File: config.mk
export PLATFORM = sky130hd
export DESIGN_NAME = rtc_calendar
export DESIGN_NICKNAME = d
export VERILOG_FILES = /design/src/rtl/rtc_cal_pkg.sv /design/src/rtl/rtc_commit_ctl.sv /design/src/rtl/rtc_regfile.sv /design/src/rtl/rtc_cal_counter.sv /design/src/rtl/rtc_calendar.sv
export SDC_FILE = /design/constraint.sdc
export NUM_CORES = 1
export LEC_CHECK = 0
export BUFFER_PORTS_ARGS = -buffer_cell sky130_fd_sc_hd__buf_2
export CAP_MARGIN = 0
export CORE_ASPECT_RATIO = 1.5
export CORE_MARGIN = 2
export CORE_UTILIZATION = 45
export DETAILED_ROUTE_END_ITERATION = 7
export PLACE_DENSITY = 0.67
export SETUP_SLACK_MARGIN = 0.5
export SKIP_LAST_GASP = 1
export SYNTH_ARGS = -nofsm -noshare
export SYNTH_HDL_FRONTEND = slang
export SYNTH_SLANG_ARGS = --single-unit
File: constraint.sdc
create_clock -name clk -period 3.45 [get_ports clk]
set_clock_uncertainty 0.15 [all_clocks]
set_input_delay 0 -clock clk [delete_from_list [all_inputs] [get_ports clk]]
set_output_delay 0 -clock clk [all_outputs]
set_load 0.05 [all_outputs]
File: src/rtl/rtc_cal_pkg.sv
package rtc_cal_pkg;

    typedef struct packed {
        logic [6:0] year;
        logic [3:0] mon;
        logic [2:0] dow;
        logic [4:0] dom;
        logic [4:0] hour;
        logic [5:0] min;
        logic [5:0] sec;
    } cal_t;

    localparam cal_t CAL_RESET = '{year: 7'd0, mon: 4'd1, dow: 3'd1, dom: 5'd1,
                                   hour: 5'd0, min: 6'd0, sec: 6'd0};

    localparam int ADDR_W   = 6;
    localparam int DATA_W   = 16;
    localparam int BUSY_BIT = 6;

    localparam logic [ADDR_W-1:0] A_STATUS = 6'h00;
    localparam logic [ADDR_W-1:0] A_SEC    = 6'h0A;
    localparam logic [ADDR_W-1:0] A_MIN    = 6'h0C;
    localparam logic [ADDR_W-1:0] A_HOUR   = 6'h0E;
    localparam logic [ADDR_W-1:0] A_DOM    = 6'h10;
    localparam logic [ADDR_W-1:0] A_DOW    = 6'h12;
    localparam logic [ADDR_W-1:0] A_MON    = 6'h14;
    localparam logic [ADDR_W-1:0] A_YEAR   = 6'h16;
    localparam logic [ADDR_W-1:0] A_COMMIT = 6'h3C;

    // Last day of a month; the year counts from a leap year, so year%4==0 is leap.
    function automatic logic [4:0] last_day(input logic [3:0] mon, input logic [6:0] year);
        case (mon)
            4'd2:                      last_day = (year[1:0] == 2'b00) ? 5'd29 : 5'd28;
            4'd4, 4'd6, 4'd9, 4'd11:   last_day = 5'd30;
            default:                   last_day = 5'd31;
        endcase
    endfunction

endpackage

File: src/rtl/rtc_commit_ctl.sv
module rtc_commit_ctl #(
    parameter int BUSY_CYCLES = 4
) (
    input  logic clk,
    input  logic rst_n,
    input  logic trig_req,
    output logic commit_go,
    output logic busy
);
    localparam int CW = $clog2(BUSY_CYCLES + 1);

    typedef struct packed {
        logic [CW-1:0] cnt;
    } ctl_t;

    ctl_t st_q, st_d;

    always_comb begin
        st_d      = st_q;
        busy      = (st_q.cnt != '0);
        commit_go = trig_req && !busy;
        if (commit_go)
            st_d.cnt = CW'(BUSY_CYCLES);
        else if (busy)
            st_d.cnt = st_q.cnt - 1'b1;
    end

    always_ff @(posedge clk) begin
        if (!rst_n) st_q <= '0;
        else        st_q <= st_d;
    end
endmodule

File: src/rtl/rtc_regfile.sv
module rtc_regfile
    import rtc_cal_pkg::*;
(
    input  logic              clk,
    input  logic              rst_n,
    input  logic              bus_wr,
    input  logic [ADDR_W-1:0] bus_addr,
    input  logic [DATA_W-1:0] bus_wdata,
    input  cal_t              live,
    input  logic              busy,
    output cal_t              staged,
    output logic              trig_req,
    output logic [DATA_W-1:0] bus_rdata
);
    cal_t stg_q, stg_d;
    logic unused_wdata_hi;

    assign unused_wdata_hi = &{1'b0, bus_wdata[DATA_W-1:7]};
    assign staged   = stg_q;
    assign trig_req = bus_wr && (bus_addr == A_COMMIT) && bus_wdata[0];

    always_comb begin
        stg_d = stg_q;
        if (bus_wr) begin
            case (bus_addr)
                A_SEC:  stg_d.sec  = bus_wdata[5:0];
                A_MIN:  stg_d.min  = bus_wdata[5:0];
                A_HOUR: stg_d.hour = bus_wdata[4:0];
                A_DOM:  stg_d.dom  = bus_wdata[4:0];
                A_DOW:  stg_d.dow  = bus_wdata[2:0];
                A_MON:  stg_d.mon  = bus_wdata[3:0];
                A_YEAR: stg_d.year = bus_wdata[6:0];
                default: ;
            endcase
        end
    end

    always_comb begin
        bus_rdata = '0;
        case (bus_addr)
            A_STATUS: bus_rdata[BUSY_BIT] = busy;
            A_SEC:    bus_rdata = DATA_W'(live.sec);
            A_MIN:    bus_rdata = DATA_W'(live.min);
            A_HOUR:   bus_rdata = DATA_W'(live.hour);
            A_DOM:    bus_rdata = DATA_W'(live.dom);
            A_DOW:    bus_rdata = DATA_W'(live.dow);
            A_MON:    bus_rdata = DATA_W'(live.mon);
            A_YEAR:   bus_rdata = DATA_W'(live.year);
            default:  bus_rdata = '0;
        endcase
    end

    always_ff @(posedge clk) begin
        if (!rst_n) stg_q <= CAL_RESET;
        else        stg_q <= stg_d;
    end
endmodule

File: src/rtl/rtc_cal_counter.sv
module rtc_cal_counter
    import rtc_cal_pkg::*;
(
    input  logic clk,
    input  logic rst_n,
    input  logic tick,
    input  logic load,
    input  cal_t load_val,
    output cal_t live
);
    cal_t cal_q, cal_d;

    assign live = cal_q;

    always_comb begin
        cal_d = cal_q;
        if (load) begin
            cal_d = load_val;
        end else if (tick) begin
            cal_d.sec = cal_q.sec + 6'd1;
            if (cal_q.sec >= 6'd59) begin
                cal_d.sec = '0;
                cal_d.min = cal_q.min + 6'd1;
                if (cal_q.min >= 6'd59) begin
                    cal_d.min  = '0;
                    cal_d.hour = cal_q.hour + 5'd1;
                    if (cal_q.hour >= 5'd23) begin
                        cal_d.hour = '0;
                        cal_d.dow  = (cal_q.dow >= 3'd6) ? 3'd0 : cal_q.dow + 3'd1;
                        cal_d.dom  = cal_q.dom + 5'd1;
                        if (cal_q.dom >= last_day(cal_q.mon, cal_q.year)) begin
                            cal_d.dom = 5'd1;
                            cal_d.mon = cal_q.mon + 4'd1;
                            if (cal_q.mon >= 4'd12) begin
                                cal_d.mon  = 4'd1;
                                cal_d.year = cal_q.year + 7'd1;
                            end
                        end
                    end
                end
            end
        end
    end

    always_ff @(posedge clk) begin
        if (!rst_n) cal_q <= CAL_RESET;
        else        cal_q <= cal_d;
    end
endmodule

File: src/rtl/rtc_calendar.sv
module rtc_calendar
    import rtc_cal_pkg::*;
#(
    parameter int BUSY_CYCLES = 4
) (
    input  logic              clk,
    input  logic              rst_n,
    input  logic              sec_tick,
    input  logic              bus_wr,
    input  logic [ADDR_W-1:0] bus_addr,
    input  logic [DATA_W-1:0] bus_wdata,
    output logic [DATA_W-1:0] bus_rdata
);
    cal_t live;
    cal_t staged;
    logic trig_req;
    logic commit_go;
    logic busy;

    rtc_regfile u_regs (
        .clk       (clk),
        .rst_n     (rst_n),
        .bus_wr    (bus_wr),
        .bus_addr  (bus_addr),
        .bus_wdata (bus_wdata),
        .live      (live),
        .busy      (busy),
        .staged    (staged),
        .trig_req  (trig_req),
        .bus_rdata (bus_rdata)
    );

    rtc_commit_ctl #(.BUSY_CYCLES(BUSY_CYCLES)) u_ctl (
        .clk       (clk),
        .rst_n     (rst_n),
        .trig_req  (trig_req),
        .commit_go (commit_go),
        .busy      (busy)
    );

    rtc_cal_counter u_cnt (
        .clk      (clk),
        .rst_n    (rst_n),
        .tick     (sec_tick),
        .load     (commit_go),
        .load_val (staged),
        .live     (live)
    );
endmodule

==> results.sh <==
export IMPL_status="finished, final reports clean"
export IMPL_hold_start="sec_tick"
export IMPL_finalWorstSetupSlack_ns=0.6917
export IMPL_maxSlewHeadroom=0.3465
export IMPL_wl_per_cell_um=18.84
export IMPL_yosysTopAreaCell="dfxtp_1"
export IMPL_finalCritPeriodShare=0.7995
export IMPL_r2r_cells=6
export IMPL_setup_viol=0
export IMPL_synthTopCellsByArea="dfxtp_1 35%, nand2_1 5.9%, a21oi_1 5.1%"
export IMPL_max_freq_ghz=0.3625
export IMPL_yosysWarnings=0
export IMPL_worst_endpoint_required_ns=3.56
export IMPL_whs_endpoint="u_cnt.live[4]$_SDFFE_PN0P_"
export IMPL_io_pins=42
export IMPL_cts_root_buf="clkbuf_16"
export IMPL_cts_tree="done"
export IMPL_worst_pin_slew_ns=0.9803
export IMPL_grt_pass1_wl_um=20130
export IMPL_hpwl_um=8541
export IMPL_drc=0
export IMPL_ff2ff_setup_slack_ns=0.69
export IMPL_dr_pass1_iters=5
export IMPL_ant_nets=0
export IMPL_p_leak_nw=1.861
export IMPL_p_per_area_nw_per_um2=415.6
export IMPL_rsz0062_at_grt="true"
export IMPL_whs_path_depth=5
export IMPL_worstSetupPathType="register to register"
export IMPL_ir_drop_mv=0.3208
export IMPL_synthCells=524
export IMPL_path_clk_slew_ns=0.06
export IMPL_start_kind="register"
export IMPL_crit_arrival_ns=2.87
export IMPL_start_util=0.4627
export IMPL_die_area_um2=10330
export IMPL_portBuffers=23
export IMPL_synthToLayoutAreaGrowth_pct=11.63
export IMPL_hold_class="input port to register"
export IMPL_drtIter0Drc=446
export IMPL_synth_distinct_cells=68
export IMPL_grt_max_degree=56
export IMPL_synthFlopType="dfxtp_1"
export IMPL_num_antenna_cells=0
export IMPL_netlist_area_leader_share=0.3507
export IMPL_worstSetupEndpointType="register"
export IMPL_yosysSeqAreaShare=0.3507
export IMPL_cts_max_level=3
export IMPL_synth_area_um2=4282
export IMPL_fin_crit_ns=2.758
export IMPL_cp_max_fo=8
export IMPL_post_route_util=0.5165
export IMPL_cap_violations=0
export IMPL_grt_overflow=0
export IMPL_track_usage=0.2489
export IMPL_dieWidth_um=83.65
export IMPL_slew_viol_final=0
export IMPL_hold_ws_ns=0.03969
export IMPL_clock_latency_ns=0.34
export IMPL_antenna_found_initial=0
export IMPL_syn_avg_cell_area_um2=8.171
export IMPL_wl_um=12400
export IMPL_fin_nets=582
export IMPL_finalHoldViolations=0
export IMPL_core_um2=9254
export IMPL_final_cells=658
export IMPL_place_inst=633
export IMPL_synthArstFlopShare=0
export IMPL_post_place_ws_ns=0.5062
export IMPL_synth_seq_cells=75
export IMPL_die_h_um=123.5
export IMPL_synth_edf_count=0
export IMPL_clock_path_buffers=2
export IMPL_reg2reg_from="u_cnt.live[0]$_SDFFE_PN0P_"
export IMPL_vias=4068
export IMPL_row_count=43
export IMPL_grt_pass1_vias=3925
export IMPL_cts_made_buffers=9
export IMPL_gp_congestion=0.9074
export IMPL_fin_tns_setup_ns=0
export IMPL_clkSinkCount=75
export IMPL_viasPerCell=6.182
export IMPL_timing_rr_end="u_cnt.live[27]$_SDFFE_PN0P_"
export IMPL_drive_gt1_frac=0.1117
cells in the final DEF, fill, tap and decap left out, drive strengths merged, types with 4 or more instances in the layout:
cell	synthesis	layout
a31oi	9	9
a21oi	44	44
nor2b	4	4
nor3b	6	6
buf	18	29
conb	1	9
nand3	38	38
o211a	4	4
inv	13	13
a22oi	10	10
dlygate4sd3	0	9
nand2	68	68
mux2	5	5
o211ai	5	5
nand4	4	4
dfxtp	75	75
and3	4	4
nor2	42	42
nor3	10	10
mux2i	15	15
a32oi	4	4
o21ai	29	29
a222oi	10	10
nand2b	7	7
a211oi	14	14
nor4	4	4
clkbuf	22	15
ha	15	15
cell usage after synthesis, types with 2 or more instances:
| cell type | instances |
|---|---|
| dfxtp_1 | 75 |
| nand4b_1 | 3 |
| clkbuf_1 | 21 |
| xor2_1 | 2 |
| o32ai_1 | 3 |
| buf_4 | 10 |
| a211oi_1 | 14 |
| a31oi_1 | 9 |
| nor4_4 | 2 |
| nand4_1 | 4 |
| nand2b_1 | 7 |
| nor3_1 | 9 |
| inv_1 | 12 |
| mux2i_1 | 15 |
| o211a_1 | 4 |
| nor2_1 | 42 |
| nand3b_1 | 2 |
| ha_1 | 15 |
| a221oi_1 | 3 |
| a222oi_1 | 10 |
| or4_1 | 2 |
| or3_1 | 3 |
| o2111ai_1 | 2 |
| a21oi_1 | 44 |
| o21ai_0 | 27 |
| and3_1 | 4 |
| mux2_2 | 5 |
| a32o_1 | 2 |
| o211ai_1 | 5 |
| buf_2 | 6 |
| or2_2 | 2 |
| a22oi_1 | 10 |
| nand3_1 | 38 |
| nor3b_1 | 6 |
| nor2b_1 | 4 |
| a32oi_1 | 4 |
| nand2_1 | 67 |
power by group:
| group | leakage (nW) | switching [mW] | internal, mW |
|---|---|---|---|
| combinational | 1.13 | 0.144 | 0.0682 |
| clock | 0.130 | 0.347 | 0.527 |
| sequential | 0.605 | 0.0130 | 0.886 |
routing by layer:
metal,track usage,part of all wire,up-vias
li1,-,-,1961
met1,0.2915,0.40,1912
met2,0.4300,0.49,150
met3,0.03471,0.057,45
met4,0.1532,0.050,0
met5,0,0,-
what timing repair did:
| item | 4_1_cts | 5_1_grt |
|---|---|---|
| hold endpoints to repair | 38 | 0 |
| setup buffers | 0 | 0 |
| hold buffers | 9 | 0 |
| resized for setup | 1 | 1 |
| endpoints found under the setup margin | 1 | 8 |
| pin swaps | 0 | 1 |
final cells by class:
cell class | instances | area, µm²
flip-flops and latches | 75 | 1501
clock inverters | 1 | 7.507
repair buffers | 38 | 250.2
inverters | 13 | 48.80
clock buffers | 15 | 267.8
multi-input cells | 404 | 2564
well taps | 112 | 140.1
fillers | 901 | 4474
state kept, by name (all words and copies together) (netlist names):
signal	flops
u_cnt.live	36
u_regs.staged	36
u_ctl.st_q	3
worst max-delay path by stage:
| stage | startpoint | to | slack (ns) | depth (start not counted) |
|---|---|---|---|---|
| 2_1_floorplan | u_cnt.live[25]$_SDFFE_PN1P_ | u_cnt.live[35]$_SDFFE_PN0P_ | 0.85 | 11 |
| 5_1_grt | u_cnt.live[6]$_SDFFE_PN0P_ | u_cnt.live[27]$_SDFFE_PN0P_ | 0.48 | 6 |
| 3_3_place_gp | u_cnt.live[25]$_SDFFE_PN1P_ | u_cnt.live[35]$_SDFFE_PN0P_ | 0.55 | 11 |
| 3_5_place_dp | u_cnt.live[25]$_SDFFE_PN1P_ | u_cnt.live[35]$_SDFFE_PN0P_ | 0.51 | 11 |
| 4_1_cts | u_cnt.live[29]$_SDFFE_PN0P_ | u_cnt.live[27]$_SDFFE_PN0P_ | 0.68 | 11 |
| 6_report | u_cnt.live[0]$_SDFFE_PN0P_ | u_cnt.live[27]$_SDFFE_PN0P_ | 0.69 | 6 |
stage by stage:
step                      cell area [µm²]  total power, mW
after floorplan                      4312            1.075
after global placement               4403            1.115
after detailed placement             4403            1.123
after CTS                            4772            1.998
after global routing                 4780            2.057
final                                4780            1.986
worst max-delay path, stage by stage (launching register included):
cell and delay, ns:
dfxtp_1 0.41, ha_1 0.34, o2111ai_1 0.28, or3_1 0.52, o41ai_4 0.64, o21ai_0 0.17, a31oi_1 0.17
cells by family after synthesis:
| family | synth area share |
|---|---|
| and+or+nand+nor | 0.2440 |
| AOI/OAI and AO/OA | 0.2446 |
| DFF | 0.3507 |
| buffers and inverters | 0.06166 |
| muxes | 0.04822 |
| adders and majority gates | 0.04383 |
| xor gates and xnor gates | 0.006138 |
| other | 0.0008758 |
Power figures use the tool's default switching activity.
